## config.mk

```make
export PLATFORM = sky130hd
export DESIGN_NAME = trig_timer
export DESIGN_NICKNAME = d
export VERILOG_FILES = /design/src/rtl/trig_timer_pkg.sv /design/src/rtl/trig_timer_regs.sv /design/src/rtl/trig_timer_count.sv /design/src/rtl/trig_timer_trgmux.sv /design/src/rtl/trig_timer.sv
export SDC_FILE = /design/constraint.sdc
export NUM_CORES = 1
export LEC_CHECK = 0
export BUFFER_PORTS_ARGS = -buffer_cell sky130_fd_sc_hd__buf_2
export CAP_MARGIN = 20
export CORE_ASPECT_RATIO = 0.7
export CORE_MARGIN = 1.5
export CORE_UTILIZATION = 55
export DETAILED_ROUTE_END_ITERATION = 8
export GPL_TIMING_DRIVEN = 0
export PLACE_DENSITY = 0.8
export SETUP_SLACK_MARGIN = 0.1
export SLEW_MARGIN = 5
export SYNTH_ARGS = -nofsm -noshare
export SYNTH_HDL_FRONTEND = slang
export SYNTH_SLANG_ARGS = --single-unit
```

## constraint.sdc

```tcl
create_clock -name clk -period 2.45 [get_ports clk]
set_clock_uncertainty 0.15 [all_clocks]
set_input_delay 0.1225 -clock clk [delete_from_list [all_inputs] [get_ports clk]]
set_output_delay 0.1225 -clock clk [all_outputs]
set_load 0.05 [all_outputs]
```

## src/rtl/trig_timer_pkg.sv

```systemverilog
package trig_timer_pkg;
   localparam int ADDR_W = 3;

   typedef enum logic [ADDR_W-1:0] {
      REG_CTRL = 3'd0,
      REG_SEL  = 3'd1,
      REG_PSC  = 3'd2,
      REG_RLD  = 3'd3,
      REG_CNT  = 3'd4,
      REG_EVT  = 3'd5
   } reg_addr_e;

   localparam int CTRL_RUN = 0;
   localparam int CTRL_BUF = 1;
   localparam int SEL_AUX_LSB = 4;

   // base codes (low three selector bits, top bit clear)
   localparam logic [2:0] MM_SWEVT  = 3'd0;
   localparam logic [2:0] MM_RUN    = 3'd1;
   localparam logic [2:0] MM_UPD    = 3'd2;
   localparam logic [2:0] MM_CPULSE = 3'd3;

   // extended codes (low three bits, top bit set)
   localparam logic [2:0] MX_REF5   = 3'd0;
   localparam logic [2:0] MX_REF6   = 3'd1;
   localparam logic [2:0] MX_R4     = 3'd2;
   localparam logic [2:0] MX_R6     = 3'd3;
   localparam logic [2:0] MX_R4R6   = 3'd4;
   localparam logic [2:0] MX_R4F6   = 3'd5;
   localparam logic [2:0] MX_R5R6   = 3'd6;
   localparam logic [2:0] MX_R5F6   = 3'd7;
endpackage

```

## src/rtl/trig_timer_regs.sv

```systemverilog
module trig_timer_regs
   import trig_timer_pkg::*;
#(
   parameter int DATA_W   = 16,
   parameter int CNT_W    = 16,
   parameter int PSC_W    = 16,
   parameter bit HAS_TRG2 = 1'b1
) (
   input  logic              clk,
   input  logic              rst_n,
   input  logic              wr_en,
   input  logic [ADDR_W-1:0] addr,
   input  logic [DATA_W-1:0] wdata,
   input  logic [CNT_W-1:0]  cnt,
   output logic [DATA_W-1:0] rdata,
   output logic              run,
   output logic              preload,
   output logic [2:0]        sel1,
   output logic [3:0]        sel2,
   output logic [PSC_W-1:0]  psc_buf,
   output logic [CNT_W-1:0]  rld_buf,
   output logic              cnt_wr,
   output logic              rld_wr,
   output logic              sw_upd
);
   reg_addr_e a;
   assign a = reg_addr_e'(addr);

   logic wr_ctrl, wr_sel;
   assign wr_ctrl = wr_en && (a == REG_CTRL);
   assign wr_sel  = wr_en && (a == REG_SEL);
   assign cnt_wr  = wr_en && (a == REG_CNT);
   assign rld_wr  = wr_en && (a == REG_RLD);
   assign sw_upd  = wr_en && (a == REG_EVT) && wdata[0];

   always_ff @(posedge clk or negedge rst_n) begin
      if (!rst_n) begin
         run     <= 1'b0;
         preload <= 1'b0;
         sel1    <= '0;
         psc_buf <= '0;
         rld_buf <= '0;
      end else begin
         if (wr_ctrl) begin
            run     <= wdata[CTRL_RUN];
            preload <= wdata[CTRL_BUF];
         end
         if (wr_sel)
            sel1 <= wdata[2:0];
         if (wr_en && (a == REG_PSC))
            psc_buf <= wdata[PSC_W-1:0];
         if (rld_wr)
            rld_buf <= wdata[CNT_W-1:0];
      end
   end

   generate
      if (HAS_TRG2) begin : g_sel2
         logic [3:0] sel2_q;
         always_ff @(posedge clk or negedge rst_n) begin
            if (!rst_n)
               sel2_q <= '0;
            else if (wr_sel)
               sel2_q <= wdata[SEL_AUX_LSB +: 4];
         end
         assign sel2 = sel2_q;
      end else begin : g_nosel2
         assign sel2 = '0;
      end
   endgenerate

   always_comb begin
      rdata = '0;
      case (a)
         REG_CTRL: begin
            rdata[CTRL_RUN] = run;
            rdata[CTRL_BUF] = preload;
         end
         REG_SEL: begin
            rdata[2:0]               = sel1;
            rdata[SEL_AUX_LSB +: 4]  = sel2;
         end
         REG_PSC: rdata = DATA_W'(psc_buf);
         REG_RLD: rdata = DATA_W'(rld_buf);
         REG_CNT: rdata = DATA_W'(cnt);
         default: rdata = '0;
      endcase
   end
endmodule

```

## src/rtl/trig_timer_count.sv

```systemverilog
module trig_timer_count #(
   parameter int CNT_W = 16,
   parameter int PSC_W = 16
) (
   input  logic             clk,
   input  logic             rst_n,
   input  logic             run,
   input  logic             preload,
   input  logic             sw_upd,
   input  logic             cnt_wr,
   input  logic             rld_wr,
   input  logic [CNT_W-1:0] wr_val,
   input  logic [PSC_W-1:0] psc_buf,
   input  logic [CNT_W-1:0] rld_buf,
   output logic [CNT_W-1:0] cnt,
   output logic [CNT_W-1:0] arr_act,
   output logic             upd_q,
   output logic             sw_q
);
   logic [PSC_W-1:0] psc_act, psc_cnt;
   logic tick, wrap, upd_now;

   assign tick    = run && (psc_cnt == psc_act);
   assign wrap    = tick && (cnt == arr_act);
   assign upd_now = sw_upd || wrap;

   always_ff @(posedge clk or negedge rst_n) begin
      if (!rst_n) begin
         psc_cnt <= '0;
         psc_act <= '0;
         cnt     <= '0;
         arr_act <= '0;
         upd_q   <= 1'b0;
         sw_q    <= 1'b0;
      end else begin
         if (sw_upd)
            psc_cnt <= '0;
         else if (run)
            psc_cnt <= tick ? '0 : psc_cnt + 1'b1;

         if (sw_upd)
            cnt <= '0;
         else if (cnt_wr)
            cnt <= wr_val;
         else if (tick)
            cnt <= wrap ? '0 : cnt + 1'b1;

         if (upd_now)
            psc_act <= psc_buf;

         if (rld_wr && !preload)
            arr_act <= wr_val;
         else if (upd_now)
            arr_act <= rld_buf;

         upd_q <= upd_now;
         sw_q  <= sw_upd;
      end
   end
endmodule

```

## src/rtl/trig_timer_trgmux.sv

```systemverilog
module trig_timer_trgmux
   import trig_timer_pkg::*;
#(
   parameter int SEL_W = 3,
   parameter int NREF  = 4
) (
   input  logic             clk,
   input  logic             rst_n,
   input  logic [SEL_W-1:0] sel,
   input  logic             run,
   input  logic             upd,
   input  logic             swevt,
   input  logic [NREF-1:0]  refs,
   output logic             trg
);
   initial begin
      assert (NREF >= 4) else $error("trgmux needs four references");
      assert (SEL_W == 3 || (SEL_W == 4 && NREF >= 6))
         else $error("trgmux selector width and reference count disagree");
   end

   logic q0, rise0, base;

   always_ff @(posedge clk or negedge rst_n) begin
      if (!rst_n) q0 <= 1'b0;
      else        q0 <= refs[0];
   end
   assign rise0 = refs[0] & ~q0;

   always_comb begin
      case (sel[2:0])
         MM_SWEVT:  base = swevt;
         MM_RUN:    base = run;
         MM_UPD:    base = upd;
         MM_CPULSE: base = rise0;
         default:   base = refs[sel[1:0]];
      endcase
   end

   generate
      if (SEL_W == 4) begin : g_ext
         logic q3, q4, q5;
         logic r3, r4, r5, f5, ext;
         always_ff @(posedge clk or negedge rst_n) begin
            if (!rst_n) begin
               q3 <= 1'b0;
               q4 <= 1'b0;
               q5 <= 1'b0;
            end else begin
               q3 <= refs[3];
               q4 <= refs[4];
               q5 <= refs[5];
            end
         end
         assign r3 = refs[3] & ~q3;
         assign r4 = refs[4] & ~q4;
         assign r5 = refs[5] & ~q5;
         assign f5 = ~refs[5] & q5;
         always_comb begin
            case (sel[2:0])
               MX_REF5: ext = refs[4];
               MX_REF6: ext = refs[5];
               MX_R4:   ext = r3;
               MX_R6:   ext = r5;
               MX_R4R6: ext = r3 | r5;
               MX_R4F6: ext = r3 | f5;
               MX_R5R6: ext = r4 | r5;
               default: ext = r4 | f5;
            endcase
         end
         assign trg = sel[SEL_W-1] ? ext : base;
      end else begin : g_base
         assign trg = base;
      end
   endgenerate
endmodule

```

## src/rtl/trig_timer.sv

```systemverilog
module trig_timer
   import trig_timer_pkg::*;
#(
   parameter int DATA_W   = 16,
   parameter int CNT_W    = 16,
   parameter int PSC_W    = 16,
   parameter bit HAS_TRG2 = 1'b1,
   parameter int REF_N    = HAS_TRG2 ? 6 : 4
) (
   input  logic              clk,
   input  logic              rst_n,
   input  logic              wr_en,
   input  logic [2:0]        addr,
   input  logic [DATA_W-1:0] wdata,
   output logic [DATA_W-1:0] rdata,
   input  logic [REF_N-1:0]  cmp_ref,
   output logic              trig_main,
   output logic              trig_aux
);
   initial begin
      assert (DATA_W >= 8) else $error("DATA_W must hold the selector byte");
      assert (CNT_W <= DATA_W && CNT_W >= 2) else $error("CNT_W out of range");
      assert (PSC_W <= DATA_W && PSC_W >= 1) else $error("PSC_W out of range");
      assert (REF_N == (HAS_TRG2 ? 6 : 4)) else $error("REF_N must match HAS_TRG2");
   end

   logic             run, preload, cnt_wr, rld_wr, sw_upd, upd_q, sw_q;
   logic [2:0]       sel1;
   logic [3:0]       sel2;
   logic [PSC_W-1:0] psc_buf;
   logic [CNT_W-1:0] rld_buf, cnt_q, arr_act;

   trig_timer_regs #(
      .DATA_W(DATA_W), .CNT_W(CNT_W), .PSC_W(PSC_W), .HAS_TRG2(HAS_TRG2)
   ) u_regs (
      .clk(clk), .rst_n(rst_n), .wr_en(wr_en), .addr(addr), .wdata(wdata),
      .cnt(cnt_q), .rdata(rdata), .run(run), .preload(preload),
      .sel1(sel1), .sel2(sel2), .psc_buf(psc_buf), .rld_buf(rld_buf),
      .cnt_wr(cnt_wr), .rld_wr(rld_wr), .sw_upd(sw_upd)
   );

   trig_timer_count #(.CNT_W(CNT_W), .PSC_W(PSC_W)) u_count (
      .clk(clk), .rst_n(rst_n), .run(run), .preload(preload),
      .sw_upd(sw_upd), .cnt_wr(cnt_wr), .rld_wr(rld_wr),
      .wr_val(wdata[CNT_W-1:0]), .psc_buf(psc_buf), .rld_buf(rld_buf),
      .cnt(cnt_q), .arr_act(arr_act), .upd_q(upd_q), .sw_q(sw_q)
   );

   trig_timer_trgmux #(.SEL_W(3), .NREF(4)) u_main (
      .clk(clk), .rst_n(rst_n), .sel(sel1), .run(run), .upd(upd_q),
      .swevt(sw_q), .refs(cmp_ref[3:0]), .trg(trig_main)
   );

   generate
      if (HAS_TRG2) begin : g_aux
         trig_timer_trgmux #(.SEL_W(4), .NREF(REF_N)) u_aux (
            .clk(clk), .rst_n(rst_n), .sel(sel2), .run(run), .upd(upd_q),
            .swevt(sw_q), .refs(cmp_ref), .trg(trig_aux)
         );
      end else begin : g_noaux
         assign trig_aux = 1'b0;
      end
   endgenerate
endmodule

```

# Word-level counts from Yosys, hierarchy flattened
# Cells that the tools add are included.
# W data, S select, Z words.
dict set report totals {
  ff_bits 111
  inputBits 28
  output_inout_bits 18
  wordCells 90
}
dict set report op_classes {
  n_addsub 2
  magnitude_cmp 2
  eq_ne 16
  mux 22
  bitwise_logic 14
  n_reduce_logical 18
}
# op n
set op_table {}
lappend op_table {{$mux W16} 9}
lappend op_table {{$add A16 B1 Y16 const B} 2}
lappend op_table {{$eq A16 B16 Y1} 2}
lappend op_table {{$pmux W8 S3} 1}
lappend op_table {{$eq A3 B2 Y1 const B} 6}
lappend op_table {{$pmux W4 S4} 1}
lappend op_table {{$eq A3 B3 Y1 const B} 5}
lappend op_table {{$pmux W1 S4} 3}
lappend op_table {{$logic_and A1 B1 Y1} 10}
lappend op_table {{$pmux W2 S5} 1}
lappend op_table {{$eq A3 B1 Y1 const B} 3}
lappend op_table {{$logic_not A3 Y1} 3}
lappend op_table {{$pmux W1 S7} 1}
lappend op_table {{$and A1 B1 Y1} 5}
lappend op_table {{$not A1 Y1} 5}
lappend op_table {{$bmux W1 S2} 2}
lappend op_table {{$lt A2 B4 Y1 const B} 1}
lappend op_table {{$or A1 B1 Y1} 4}
lappend op_table {{$reduce_bool A2 Y1} 2}
lappend op_table {{$lt A2 B3 Y1 const B} 1}
lappend op_table {{$mux W1} 3}
lappend op_table {{$pmux W1 S3} 1}
lappend op_table {{$reduce_bool A3 Y1} 1}
lappend op_table {{$logic_not A1 Y1} 1}
lappend op_table {{$logic_or A1 B1 Y1} 1}

# Longest topological paths before layout
dict set report depth {
  depth_word 7
  depth_mapped 9
  depth_no_buf 7
}

# Modules after synthesis
# A second synthesis with hierarchy kept.
dict set report hier_totals {
  cells_unflattened 586
  hier_area_um2 6165.9
}
# module n_inst cells_per_inst area_per_inst_um2
set modules_own_cells {}
lappend modules_own_cells {trig_timer_count 1 397 3747.3}
lappend modules_own_cells {trig_timer_regs 1 161 2049.5}
lappend modules_own_cells {{trig_timer_trgmux at g_aux.u_aux} 1 23 277.8}
lappend modules_own_cells {{trig_timer_trgmux at u_main} 1 5 91.3}

# Worst setup path before layout
# No wires, ideal clock.
dict set report synth_timing {
  kind {flip-flop to flip-flop}
  start {register u_count.psc_cnt[6]}
  end {register u_count.cnt[5]}
  setup_time_ns 0.124
  arrival_ns 2.416
  setup_slack_ns -0.240
  path_stages_with_launch 8
  path_buffers 1
  cell_sequence {dfrtp_1 -> xor2_1 -> or4b_1 -> or4_4 -> or2_1 -> buf_6 -> o211a_1 -> a211o_1}
}
dict set report synth_between {
  elab_chain_cells 7
  word_cells_on_any_way 8
  cone_classes {eq/ne: 1; mux: 4; reduce/logical: 3}
}
# element line
set synth_rtl {}
lappend synth_rtl {{start: declaration} trig_timer_count.sv:20} ;# logic [PSC_W-1:0] psc_act, psc_cnt;
lappend synth_rtl {{start signal: assignment} trig_timer_count.sv:39} ;# psc_cnt <= tick ? '0 : psc_cnt + 1'b1;
lappend synth_rtl {{$eq A16 B16 Y1 (*)} trig_timer_count.sv:23} ;# assign tick = run && (psc_cnt == psc_act);
lappend synth_rtl {{$logic_and A1 B1 Y1 (*)} trig_timer_count.sv:23}
lappend synth_rtl {{$logic_and A1 B1 Y1} trig_timer_count.sv:24} ;# assign wrap = tick && (cnt == arr_act);
lappend synth_rtl {{$mux W16} trig_timer_count.sv:46} ;# cnt <= wrap ? '0 : cnt + 1'b1;
lappend synth_rtl {{$mux W16} trig_timer_count.sv:45} ;# else if (tick)
lappend synth_rtl {{$mux W16} trig_timer_count.sv:43} ;# else if (cnt_wr)
lappend synth_rtl {{$mux W16} trig_timer_count.sv:41} ;# if (sw_upd)
lappend synth_rtl {{end signal: assignment} trig_timer_count.sv:44} ;# cnt <= wr_val;
lappend synth_rtl {{end signal: assignment} trig_timer_count.sv:46}
lappend synth_rtl {{end: declaration} trig_timer_count.sv:15} ;# output logic [CNT_W-1:0] cnt,
# Every way passes the cells marked *; elsewhere a longest branch is shown, timed or not. The select of a mux whose other input is x is not followed.
# A chain may end at the register's enable or synchronous reset.

# Worst setup path in the final report
dict set report layout_timing {
  start {register u_count.psc_cnt[14]}
  end {register u_count.arr_act[12]}
}
dict set report layout_between {
  elab_chain_cells 5
}
# element line
set layout_rtl {}
lappend layout_rtl {{$eq A16 B16 Y1} trig_timer_count.sv:23}
lappend layout_rtl {{$logic_and A1 B1 Y1} trig_timer_count.sv:23}
lappend layout_rtl {{$logic_and A1 B1 Y1} trig_timer_count.sv:24}
lappend layout_rtl {{$logic_or A1 B1 Y1} trig_timer_count.sv:25} ;# assign upd_now = sw_upd || wrap;
lappend layout_rtl {{$reduce_bool A2 Y1 (no line)} -}
lappend layout_rtl {{end signal: assignment} trig_timer_count.sv:52} ;# arr_act <= wr_val;
lappend layout_rtl {{end signal: assignment} trig_timer_count.sv:54} ;# arr_act <= rld_buf;
lappend layout_rtl {{end: declaration} trig_timer_count.sv:16} ;# output logic [CNT_W-1:0] arr_act,
# Every way passes these cells.

==> flow_summary_export.csv <==
group,metric,value,unit
outcome,outcome,"complete, but fails checks",
outcome,violations,"negative setup slack",
setup_path,cp_slowest_cell,"or4b_4",
synth,postSynthCellCount,577,
synth,yosys.area_share.simple,0.175,
placed_design,place_hpwl,12.1,mm
clocking,clk_pin_slew,0.08,ns
detailed_routing,viasPerCell,6.31,
clocking,root_buffer,"clkbuf_16",
setup_path,crit_chain,"xor2_1 -> or4b_4 -> or4_4 -> or2_1 -> buf_6 -> o21ai_4 -> buf_6 -> o221a_4",
placed_design,dp.cells,769,
die,io_pins,46,
grt,grt_pass1_wl,26.8,mm
detailed_routing,vias,5185,
sta,slew_violations,0,
synth,netlist_top_cells_area,"dfrtp_1 46%, mux2_2 10%, xor2_1 3.6%, nand2_1 3.4%, mux2i_1 3.0%",
placed_design,place.gp.congestion,0.940,
grt,grt_max_degree,57,
detailed_routing,ant_nets,0,
clocking,cts_made_buffers,9,
placed_design,post_dp_cell_area,6470,um2
power,ir_worst_vdd,0.000528,V
finish,area_growth,22.8,%
synth,syn_nets,607,
sta,fin_crit_sh,1.14,
die,die_area,11600,um2
detailed_routing,drt_iter0_markers,419,
detailed_routing,firstDrtPassIters,6,
detailed_routing,drc,0,
synth,yosys_warnings,0,
finish,nets,699,
clocking,clock-sinks,111,
die,core-area,10500,um2
setup_path,cp-start-kind,"flip-flop",
finish,final_cell_mix,"103 x dfrtp_1, 56 x mux2_2, 54 x nand2_1, 41 x buf_2, 39 x nor2_1",
synth,seq_area_frac_synth,0.461,
sta,finalWorstSetupSlack,-0.332,ns
grt,grt_pass1_vias,4989,
die,die_h,90.5,um
finish,insertedDiodeCount,0,
setup_path,cpPeakStageDelay,0.54,ns
detailed_routing,wire_per_inst,21.2,um
finish,instances_no_fill,822,
power,finalPower,5.92,mW
sta,worst_pin_slew,0.934,ns
placed_design,place_ws,-0.727,ns
detailed_routing,routed_wl,17.4,mm
synth,synthArstFlopShare,1.00,
power,p_leak,3.15,nW
synth,synth_compound_gate_area_share,0.111,
setup_path,cp.required,2.60,ns
setup_path,worstPathMaxFanout,6,
synth,syn_area_per_cell,10.4,um2
grt,track_usage,0.304,
sta,setup_viol,60,
clocking,htreeDepth,3,
run,cap_violations,0,
synth,synth_cell_types,55,
sta,rsz0062_at_grt,"yes",
clocking,clk_latency,0.36,ns
clocking,cts.path.max_buffers,2,
finish,drive_gt1_frac,0.312,
grt,antenna_found_initial,0,
placed_design,port_buffers,43,
synth,synth_top_area_cell,"dfrtp_1",
grt,grt-ovfl-total,0,
finish,final_common_cell,"dfrtp_1",
min_path,hold_path.class,"input port to flip-flop",
synth,ys_ff_latch,111,
power,power.density,801,nW/um2
die,rows,31,
die,chipWidth,128,um
synth,syn_area,6020,um2
finish,final_cell_area,7390,um2
setup_path,path_class,"flip-flop to flip-flop",
clocking,cts_tree,"built",
die,start_util,0.573,
synth,synth_edf_count,0,
setup_path,cpMostUsedCell,"buf_6",
synth,synth_mux_area_frac,0.153,
setup_path,endpoint_kind,"flip-flop",
sta,finalHoldViolCount,0,
synth,synth_top_family_by_area,"simple AND/OR/NAND/NOR gates",
sta,fmax,359,MHz
synth,synth_fa_ha_area_frac,0.00416,
setup_path,cp.arrival,2.93,ns
synth,synthFlopType,"dfrtp_1",
synth,synth_top_area_frac,0.461,
synth,synth_xor_area_frac,0.0626,
sta,fin_crit,2.78,ns
sta,relSlewSlack,0.369,
-- metal layers --
metal	vias to the layer above	GRT usage	share of wire
met5	-	0	0
met4	0	0.0993	0.024
met3	33	0.0723	0.094
met2	255	0.440	0.44
met1	2617	0.449	0.44
li1	2280	-	-
-- path summary, 6_finish.rpt --
| path | start | endpoint | slack [ns] | depth (start not counted) |
|---|---|---|---|---|
| setup reg to reg | u_count.psc_cnt[14] | u_count.arr_act[12] | -0.33 | 8 |
| max in group asynchronous | rst_n | u_regs.sel2[1] | 1.34 | 3 |
| setup / recovery | u_count.psc_cnt[14] | u_count.arr_act[12] | -0.33 | 8 |
| min in group asynchronous | rst_n | u_regs.rld_buf[10] | 0.13 | 2 |
| hold / removal | wdata[0] | u_regs.rld_buf[0] | 0.03 | 3 |
| hold reg to reg | u_count.psc_act[5] | u_count.psc_act[5] | 0.39 | 1 |
-- through the flow --
step | utilization | TNS, ns | hold slack [ns]
after global placement | 0.611 | -38.58 | 0.114
after global routing | 0.703 | -17.37 | 0.0280
after detailed placement | 0.615 | -30.88 | -0.0421
after floorplan | - | -2.93 | -0.323
final | 0.703 | -13.33 | 0.0301
after CTS | 0.690 | -12.82 | 0.00963
-- final cells by class --
type	instances	area [um2]
buffer	28	164
clock buffer	9	225
clock inverter	7	81.3
fill	781	3120
inverter	10	37.5
multi-input combinational	420	3240
sequential	111	2790
tap	148	185
timing repair buffer	89	671
-- cell families after synthesis --
group,count (synthesis)
simple gates,204
flops,111
compound gates,92
mux,79
buf+inv,46
xor+xnor,43
fa+ha+maj,2
-- registers in the layout, indices dropped and copies added (netlist names) --
| register | count |
|---|---|
| u_regs.run | 1 |
| u_count.cnt | 16 |
| u_count.sw_q | 1 |
| g_aux.u_aux.g_ext.q3 | 1 |
| u_regs.rld_buf | 16 |
| u_count.upd_q | 1 |
| u_count.psc_cnt | 16 |
| u_count.arr_act | 16 |
| u_regs.sel2 | 4 |
| u_regs.preload | 1 |
| g_aux.u_aux.g_ext.q4 | 1 |
| u_regs.psc_buf | 16 |
| u_count.psc_act | 16 |
| g_aux.u_aux.q0 | 1 |
| u_regs.sel1 | 3 |
| g_aux.u_aux.g_ext.q5 | 1 |
-- synth_stat cells (all sizes together), types with 3 or more instances --
library cell,count
dfrtp,111
mux2,56
nand2,55
nor2,40
clkbuf,30
o21ai,28
xor2,25
nand3,24
mux2i,18
xnor2,18
a21oi,17
o221a,16
or3,15
nand4,13
o211ai,13
inv,10
nor4,10
nor3,8
buf,6
or4,6
mux4,5
nand2b,5
nand3b,5
o211a,4
or4b,4
a211o,3
and2,3
and3,3
nor2b,3
-- worst max-delay path, delay by kind of cell (launching register included) --
| kind | cells | cell delay, ns |
|---|---|---|
| flip-flops | 1 | 0.41 |
| AO/OA/AOI/OAI | 2 | 0.43 |
| AND/OR/NAND/NOR | 3 | 1.20 |
| buffers and inverters | 2 | 0.34 |
| XOR/XNOR | 1 | 0.18 |
-- power breakdown --
part / internal (mW) / total [mW] / leakage [nW] / switching (mW)
clock: 0.806 / 1.52 / 0.140 / 0.714
sequential: 2.24 / 2.74 / 1.35 / 0.505
combinational: 0.790 / 1.66 / 1.66 / 0.869
-- timing repair --
item,CTS,global route
setup buffers,19,2
pin swaps,13,12
setup endpoints to repair,76,78
endpoints found under the hold margin,114,0
gates resized for setup,38,34
gates cloned,1,1
hold buffers,22,0
No activity file was read; power rests on OpenSTA's default activity.
